===== config.mk =====
export PLATFORM = sky130hd
export DESIGN_NAME = vcmp_top
export DESIGN_NICKNAME = d
export VERILOG_FILES = /design/src/rtl/vcmp_pkg.sv /design/src/rtl/vcmp_operand.sv /design/src/rtl/vcmp_lanes.sv /design/src/rtl/vcmp_order.sv /design/src/rtl/vcmp_top.sv
export SDC_FILE = /design/constraint.sdc
export NUM_CORES = 1
export LEC_CHECK = 0
export ABC_AREA = 0
export BUFFER_PORTS_ARGS = -buffer_cell sky130_fd_sc_hd__buf_2
export CORE_ASPECT_RATIO = 1.2
export CORE_MARGIN = 2
export CORE_UTILIZATION = 51
export DETAILED_ROUTE_END_ITERATION = 12
export PLACE_DENSITY = 0.81
export SETUP_SLACK_MARGIN = 0.15
export SLEW_MARGIN = 20
export SYNTH_ARGS = -nofsm -noshare
export SYNTH_HDL_FRONTEND = slang
export SYNTH_SLANG_ARGS = --single-unit
export TNS_END_PERCENT = 20

===== constraint.sdc =====
create_clock -name clk -period 1.4 [get_ports clk]
set_input_delay 0.14 -clock clk [delete_from_list [all_inputs] [get_ports clk]]
set_output_delay 0.14 -clock clk [all_outputs]
set_load 0.03 [all_outputs]

===== src/rtl/vcmp_pkg.sv =====
package vcmp_pkg;
   typedef logic [1:0] fs_t;
   localparam fs_t FS_0 = 2'd0;
   localparam fs_t FS_1 = 2'd1;
   localparam fs_t FS_X = 2'd2;
   localparam fs_t FS_Z = 2'd3;

   typedef enum logic [1:0] {
      MODE_UNS = 2'd0,
      MODE_SGN = 2'd1,
      MODE_WZ  = 2'd2,
      MODE_WX  = 2'd3
   } cmp_mode_e;
endpackage


===== src/rtl/vcmp_operand.sv =====
module vcmp_operand #(
   parameter int MAX_W = 32
) (
   input  logic [2*MAX_W-1:0] vec_i,
   input  logic               use_const_i,
   input  logic [1:0]         const_i,
   output logic [2*MAX_W-1:0] lanes_o
);
   for (genvar i = 0; i < MAX_W; i++) begin : g_rep
      assign lanes_o[2*i +: 2] = use_const_i ? const_i : vec_i[2*i +: 2];
   end
endmodule


===== src/rtl/vcmp_lanes.sv =====
module vcmp_lanes #(
   parameter int MAX_W = 32,
   localparam int WW = $clog2(MAX_W + 1)
) (
   input  logic [2*MAX_W-1:0] a_i,
   input  logic [2*MAX_W-1:0] b_i,
   input  logic [WW-1:0]      eff_w_i,
   output logic [MAX_W-1:0]   diff_o,
   output logic [MAX_W-1:0]   kmis_o,
   output logic [MAX_W-1:0]   unk_o,
   output logic [MAX_W-1:0]   zmis_o,
   output logic [MAX_W-1:0]   xmis_o,
   output logic [MAX_W-1:0]   aval_o,
   output logic [MAX_W-1:0]   bval_o
);
   import vcmp_pkg::*;

   for (genvar i = 0; i < MAX_W; i++) begin : g_lane
      fs_t  ca, cb;
      logic act, same, a_unk, b_unk, zdc;
      assign ca    = a_i[2*i +: 2];
      assign cb    = b_i[2*i +: 2];
      assign act   = WW'(i) < eff_w_i;
      assign same  = (ca == cb);
      assign a_unk = ca[1];
      assign b_unk = cb[1];
      assign zdc   = (ca == FS_Z) || (cb == FS_Z);

      assign diff_o[i] = act && !same;
      assign kmis_o[i] = act && !a_unk && !b_unk && (ca[0] != cb[0]);
      assign unk_o[i]  = act && (a_unk || b_unk);
      assign zmis_o[i] = act && !zdc && !same;
      assign xmis_o[i] = act && !a_unk && !b_unk && !same;
      assign aval_o[i] = act && ca[0];
      assign bval_o[i] = act && cb[0];
   end
endmodule


===== src/rtl/vcmp_order.sv =====
module vcmp_order #(
   parameter int MAX_W = 32,
   localparam int WW = $clog2(MAX_W + 1)
) (
   input  logic [MAX_W-1:0] aval_i,
   input  logic [MAX_W-1:0] bval_i,
   input  logic [WW-1:0]    eff_w_i,
   input  logic             signed_i,
   output logic             lt_o
);
   logic [MAX_W-1:0] smask;
   logic [MAX_W-1:0] a_adj, b_adj;

   for (genvar i = 0; i < MAX_W; i++) begin : g_sign
      assign smask[i] = signed_i && (eff_w_i == WW'(i + 1));
   end

   // flipping the sign bit maps two's complement order onto unsigned order
   assign a_adj = aval_i ^ smask;
   assign b_adj = bval_i ^ smask;
   assign lt_o  = a_adj < b_adj;
endmodule


===== src/rtl/vcmp_top.sv =====
module vcmp_top #(
   parameter int MAX_W = 32,
   localparam int WW = $clog2(MAX_W + 1)
) (
   input  logic               clk,
   input  logic               rst_n,
   input  logic               start_i,
   input  logic [1:0]         mode_i,
   input  logic [WW-1:0]      width_i,
   input  logic               a_const_i,
   input  logic [1:0]         a_code_i,
   input  logic [2*MAX_W-1:0] a_vec_i,
   input  logic               b_const_i,
   input  logic [1:0]         b_code_i,
   input  logic [2*MAX_W-1:0] b_vec_i,
   output logic               done_o,
   output logic [1:0]         eq_o,
   output logic [1:0]         lt_o,
   output logic [1:0]         eeq_o
);
   import vcmp_pkg::*;

   if (MAX_W < 1) begin : g_bad_width
      $error("vcmp_top: MAX_W must be at least 1");
   end

   cmp_mode_e        mode;
   logic [WW-1:0]    eff_w;
   logic [2*MAX_W-1:0] a_l, b_l;
   logic [MAX_W-1:0] diff, kmis, unk, zmis, xmis, aval, bval;
   logic             lt_bit;
   fs_t              arith_eq, arith_lt, arith_eeq, wild_eq;

   assign mode  = cmp_mode_e'(mode_i);
   assign eff_w = (width_i > WW'(MAX_W)) ? WW'(MAX_W) : width_i;

   vcmp_operand #(.MAX_W(MAX_W)) u_opa (
      .vec_i(a_vec_i), .use_const_i(a_const_i), .const_i(a_code_i), .lanes_o(a_l));
   vcmp_operand #(.MAX_W(MAX_W)) u_opb (
      .vec_i(b_vec_i), .use_const_i(b_const_i), .const_i(b_code_i), .lanes_o(b_l));

   vcmp_lanes #(.MAX_W(MAX_W)) u_lanes (
      .a_i(a_l), .b_i(b_l), .eff_w_i(eff_w),
      .diff_o(diff), .kmis_o(kmis), .unk_o(unk), .zmis_o(zmis), .xmis_o(xmis),
      .aval_o(aval), .bval_o(bval));

   vcmp_order #(.MAX_W(MAX_W)) u_order (
      .aval_i(aval), .bval_i(bval), .eff_w_i(eff_w),
      .signed_i(mode == MODE_SGN), .lt_o(lt_bit));

   assign arith_eq  = (|kmis) ? FS_0 : ((|unk) ? FS_X : FS_1);
   assign arith_lt  = (|unk) ? FS_X : (lt_bit ? FS_1 : FS_0);
   assign arith_eeq = (|diff) ? FS_0 : FS_1;
   assign wild_eq   = ((mode == MODE_WX) ? (|xmis) : (|zmis)) ? FS_0 : FS_1;

   always_ff @(posedge clk or negedge rst_n) begin
      if (!rst_n) begin
         done_o <= 1'b0;
         eq_o   <= FS_0;
         lt_o   <= FS_0;
         eeq_o  <= FS_0;
      end else begin
         done_o <= start_i;
         if (start_i) begin
            if (mode_i[1]) begin
               eq_o <= wild_eq;
            end else begin
               eq_o  <= arith_eq;
               lt_o  <= arith_lt;
               eeq_o <= arith_eeq;
            end
         end
      end
   end

   assert_width_in_range_R11: assert property (@(posedge clk) disable iff (!rst_n)
      start_i |-> (width_i <= WW'(MAX_W)));
   assert_done_follows_start_R12: assert property (@(posedge clk) disable iff (!rst_n)
      start_i |=> done_o);
   assert_done_single_R12: assert property (@(posedge clk) disable iff (!rst_n)
      !start_i |=> !done_o);
   assert_flags_hold_R12: assert property (@(posedge clk) disable iff (!rst_n)
      !start_i |=> ($stable(eq_o) && $stable(lt_o) && $stable(eeq_o)));
   assert_wild_keeps_lt_eeq_R8: assert property (@(posedge clk) disable iff (!rst_n)
      (start_i && mode_i[1]) |=> ($stable(lt_o) && $stable(eeq_o)));
   assert_wild_eq_known_R6: assert property (@(posedge clk) disable iff (!rst_n)
      (start_i && mode_i[1]) |=> (eq_o[1] == 1'b0));
   assert_eeq_not_neq_R2: assert property (@(posedge clk) disable iff (!rst_n)
      (start_i && !mode_i[1]) |=> ((eeq_o == FS_1) -> (eq_o != FS_0)));
   assert_flag_no_z_R1: assert property (@(posedge clk) disable iff (!rst_n)
      (eq_o != FS_Z) && (lt_o != FS_Z) && (eeq_o != FS_Z));
endmodule


==> results of run 1 <==
[logic make-up after synthesis]
kind of cell    Yosys count
simple gates            256
compound gates          228
fa+ha+maj                63
flops                     6
xor+xnor                 91
mux                     132
other cells               1
buf+inv                  68
[through the flow]
step / util, % / setup slack [ns]
2_1_floorplan: - / -1.21
3_3_place_gp: 81.0 / -1.62
3_5_place_dp: 81.0 / -1.71
4_1_cts: 85.4 / -1.13
[layer usage]
layer	track usage, %	overflow
met5	33.1	0
met4	81.0	27
met3	64.4	0
met2	95.2	47
met1	77.4	0
[cells in the mapped netlist (11+ instances only)]
cell	n
o21bai_1	13
nand4_1	17
a21oi_1	24
ha_1	63
o211ai_1	11
nand2_1	49
o21ai_0	32
buf_2	20
nand3_1	19
o2111ai_1	17
clkbuf_1	29
o22ai_1	57
nor2_1	81
nor4_1	15
a21o_1	18
xor2_1	56
xnor2_1	35
mux2i_1	132
[timing repair]
item / CTS
cloned: 0
buffers inserted: 11
setup endpoints to repair: 5
endpoints found under the hold margin: 6
gates resized for setup: 86
hold buffers: 1
pin swaps: 27
==> impl_metrics.toml, run 1 <==
[run_status]
status = "aborted with a tool error"
flow.stopped_at = "5_1_grt"
stop_error = "[ERROR GRT-0116] Global routing finished with congestion. Check the congestion regions in the DRC Viewer."

[synth]
synth_nets = 1053
avgSynthCellArea_um2 = 7.41
yosysTopAreaCellShare_pct = 21.1
synthAdderAreaFrac_pct = 12.6
yosys_warnings = 0
ys_seq_area_share_pct = 2.40
ys.flop_type = "dfrtp_1"
synth-simple-area-share_pct = 20.8
synthMuxAreaShare_pct = 21.1
synth_compound_area_share_pct = 25.4
synth_edf_count = 0
post_synth_xor_area_fraction_pct = 12.7
synth.area.top_cells = "mux2i_1, ha_1, xor2_1"
synth-async-reset-ratio_pct = 100
synth.distinct_cells = 69
synth_cells = 845
synth_area_leader_cell = "mux2i_1"
synth_area_um2 = 6260
ys_ff_latch = 6
synth_top_family_by_area = "compound AO/OA/AOI/OAI gates"

[global_route]
overflow = 74
grtUsageTotal_pct = 79.0
grt_max_degree = 24
grt_pass1_vias = 12700
grt_pass1_wl_um = 79200

[clock_network]
clock_path_buffers = 2
htreeDepth = 1
clock-sinks = 6
cts_inserted_buffers = 3
cts_root_buf = "clkbuf_16"

[placement]
gp_congestion = 1.28
post-place-cells = 1439
place_area_um2 = 9760
port_buffers = 150
hpwl_um = 30400

[floorplanning]
io_pins = 152
die_h_um = 125
rows = 44
start_util_pct = 51.9
die_w_um = 105
==> run 2: changes to the inputs <==
--- a/config.mk
+++ b/config.mk
@@ -7,12 +7,10 @@
 export LEC_CHECK = 0
 export ABC_AREA = 0
 export BUFFER_PORTS_ARGS = -buffer_cell sky130_fd_sc_hd__buf_2
-export CORE_ASPECT_RATIO = 1.2
 export CORE_MARGIN = 2
-export CORE_UTILIZATION = 51
+export CORE_UTILIZATION = 40
 export DETAILED_ROUTE_END_ITERATION = 12
-export PLACE_DENSITY = 0.81
-export SETUP_SLACK_MARGIN = 0.15
+export PLACE_DENSITY_LB_ADDON = 0.15
 export SLEW_MARGIN = 20
 export SYNTH_ARGS = -nofsm -noshare
 export SYNTH_HDL_FRONTEND = slang
==> constraint.sdc (replaced) <==
create_clock -name clk -period 1.82 [get_ports clk]
set_input_delay 0.182 -clock clk [delete_from_list [all_inputs] [get_ports clk]]
set_output_delay 0.182 -clock clk [all_outputs]
set_load 0.03 [all_outputs]
==> impl_metrics.toml, run 2 <==
[floorplanning]
rows = 45
io_pins = 152
die_w_um = 129
die_h_um = 129
dieArea_um2 = 16700
start_util_pct = 41.0
core_region_area_um2 = 15300

[critical_path]
r2r_cells = 5
critPathCaptureType = "flop"
max_stage_delay_ns = 0.35
arrival_ns = 2.69
crit_family = "simple AND/OR/NAND/NOR gates"
cp_num_cells = 14
worstSetupStartpointType = "input pin"
cp_num_buf_inv = 5
path_cells = "buf_6 > buf_8 > buf_6 > nor3b_4 > buf_6 > nand2_2 > xor2_1 > ha_1 > nand4_1 > a211oi_2 > inv_1 > or3_4 > a2111oi_4 > nor3_2"
cpMostUsedCell = "buf_6"
cp_max_fo = 9
cp_data_required_time_ns = 1.93
path_class = "input pin to flop"
cp_slowest_cell = "or3_4"

[layout]
final_area_um2 = 10500
final_common_cell = "buf_4"
nNetsFinal = 1520
synthToLayoutAreaGrowth_pct = 68.3
reg_top3 = "eq_o (2), lt_o (2)"
fin_util_pct = 69.1
layout-drive-gt1-share_pct = 46.4
final_cells = 1521
layout_common_cells = "buf_4, buf_2, mux2i_1"
antenna_cells = 0

[synth]
ys_ff_latch = 6
avgSynthCellArea_um2 = 7.41
synth_nets = 1053
synth_area_um2 = 6260
yosysTopAreaCellShare_pct = 21.1
yosysMostFrequentCell = "mux2i_1"
yosys_warnings = 0
ys_seq_area_share_pct = 2.40
ys_top_cells_by_count = "mux2i_1, nor2_1, ha_1"
synth_edf_count = 0
ys.flop_type = "dfrtp_1"
synth.area.top_cells = "mux2i_1, ha_1, xor2_1"
synth_cells = 845
synth.distinct_cells = 69
synth-async-reset-ratio_pct = 100
synth_area_leader_cell = "mux2i_1"

[min_path]
holdPathStages = 1
min_path_type = "input pin to flop"

[run_status]
status = "finished with violations"
violations = "negative setup slack"

[global_route]
antenna_found_initial = 3
grtUsageTotal_pct = 42.0
grt_pass1_wl_um = 51900
grt_max_degree = 22
grt_pass1_vias = 8613
overflow = 0

[clock_network]
cts_tree = "yes"
clock_path_buffers = 2
clk_latency_ns = 0.23
clock-sinks = 6
cts_root_buf = "clkbuf_16"
clkTransAtPathRegs_ns = 0.03
htreeDepth = 1
cts_inserted_buffers = 3

[drt]
num_vias = 9049
drt_iter0_markers = 1058
vias_per_cell = 5.95
drc_errors = 0
drt_first_pass_iters = 5
antenna_left = 0
routedWlPerCell_um = 23.5
wl_um = 35800

[power_and_ir_drop]
vdd_drop_max_mv = 0.292
cellLeakagePower_uw = 0.00512
p_per_area_nw_per_um2 = 381
report.power.total_uw = 4010

[placement]
hpwl_um = 30600
post-place-cells = 1515
gp_congestion = 1.08
port_buffers = 150
place_area_um2 = 10000

[sta]
maxSlewHeadroom_pct = 59.7
layout_setup_ws_ns = -0.768
slew_violations = 0
tightestPinTransition_ns = 0.599
setup_viol = 5
fin_skew_ns = 0
rsz0062_at_grt = "yes"
fin_crit_ns = 2.59
fmax_mhz = 386
hold_viol = 0
finalCritPeriodShare_pct = 142

[run]
maxCapViolCount = 0
-- run 2: timing repair --
item | 4_1_cts | 5_1_grt
gates resized for setup | 60 | 35
hold buffers | 1 | 0
cloned | 1 | 0
hold endpoints to repair | 6 | 0
endpoints found under the setup margin | 5 | 5
setup buffers | 1 | 0
pin swaps | 9 | 6
-- run 2: worst paths after layout --
check / startpoint / endpoint / slack, ns
setup / recovery: width_i[5] / lt_o[0] / -0.77
hold / removal: start_i / done_o / 0.15
setup reg to reg: lt_o[0] / lt_o[0] / 0.38
hold reg to reg: eeq_o[0] / eeq_o[0] / 0.47
max in group asynchronous: rst_n / lt_o[0] / 1.34
min in group asynchronous: rst_n / eq_o[1] / 0.33
-- run 2: per-layer routing --
layer	track usage, %	share of wire [%]	vias to the layer above
li1	-	-	4187
met1	57.5	42	4232
met2	63.0	42	549
met3	10.6	11	77
met4	16.6	4.5	4
met5	0	0.064	-
-- run 2: layout make-up --
cell class	instances	area (um2)
fillers	1327	4720
inverters	10	40.0
well taps	211	264
clock buffers	3	75.1
repair buffers	520	3780
multi-input cells	771	6230
flip-flops and latches	6	150
-- run 2: cell families (layout without fill, tap and decap cells) --
group	after synthesis	after routing	share of synthesized area, %
AOI/OAI and AO/OA	228	228	25.4
xor gates and xnor gates	91	91	12.7
adders and majority gates	63	63	12.6
buffers and inverters	68	533	4.90
DFF	6	6	2.40
muxes	132	132	21.1
other	1	1	0.0599
and+or+nand+nor	256	256	20.8
-- run 2: worst reg2reg max path: cells and delay by family (launching register included) --
kind | cells | cell delay (ns)
AOI/OAI and AO/OA | 2 | 0.42
and+or+nand+nor | 2 | 0.41
DFF | 1 | 0.40
buffers and inverters | 1 | 0.09
-- run 2: where the power goes --
part | switching (uW) | total (uW) | internal, uW
clock | 71.0 | 353 | 282
combinational | 1830 | 3520 | 1690
sequential | 0.947 | 138 | 137
-- run 2: per-stage QoR --
step	hold WS [ns]	TNS (ns)	worst slack, ns
floorplan	-0.114	-3.19	-0.832
finish	0.145	-3.09	-0.768
global route	0.141	-3.38	-0.845
global placement	0.0167	-5.17	-1.14
CTS	0.136	-2.98	-0.726
detailed placement	0.0154	-5.23	-1.17
Power figures use the tool's default switching activity.
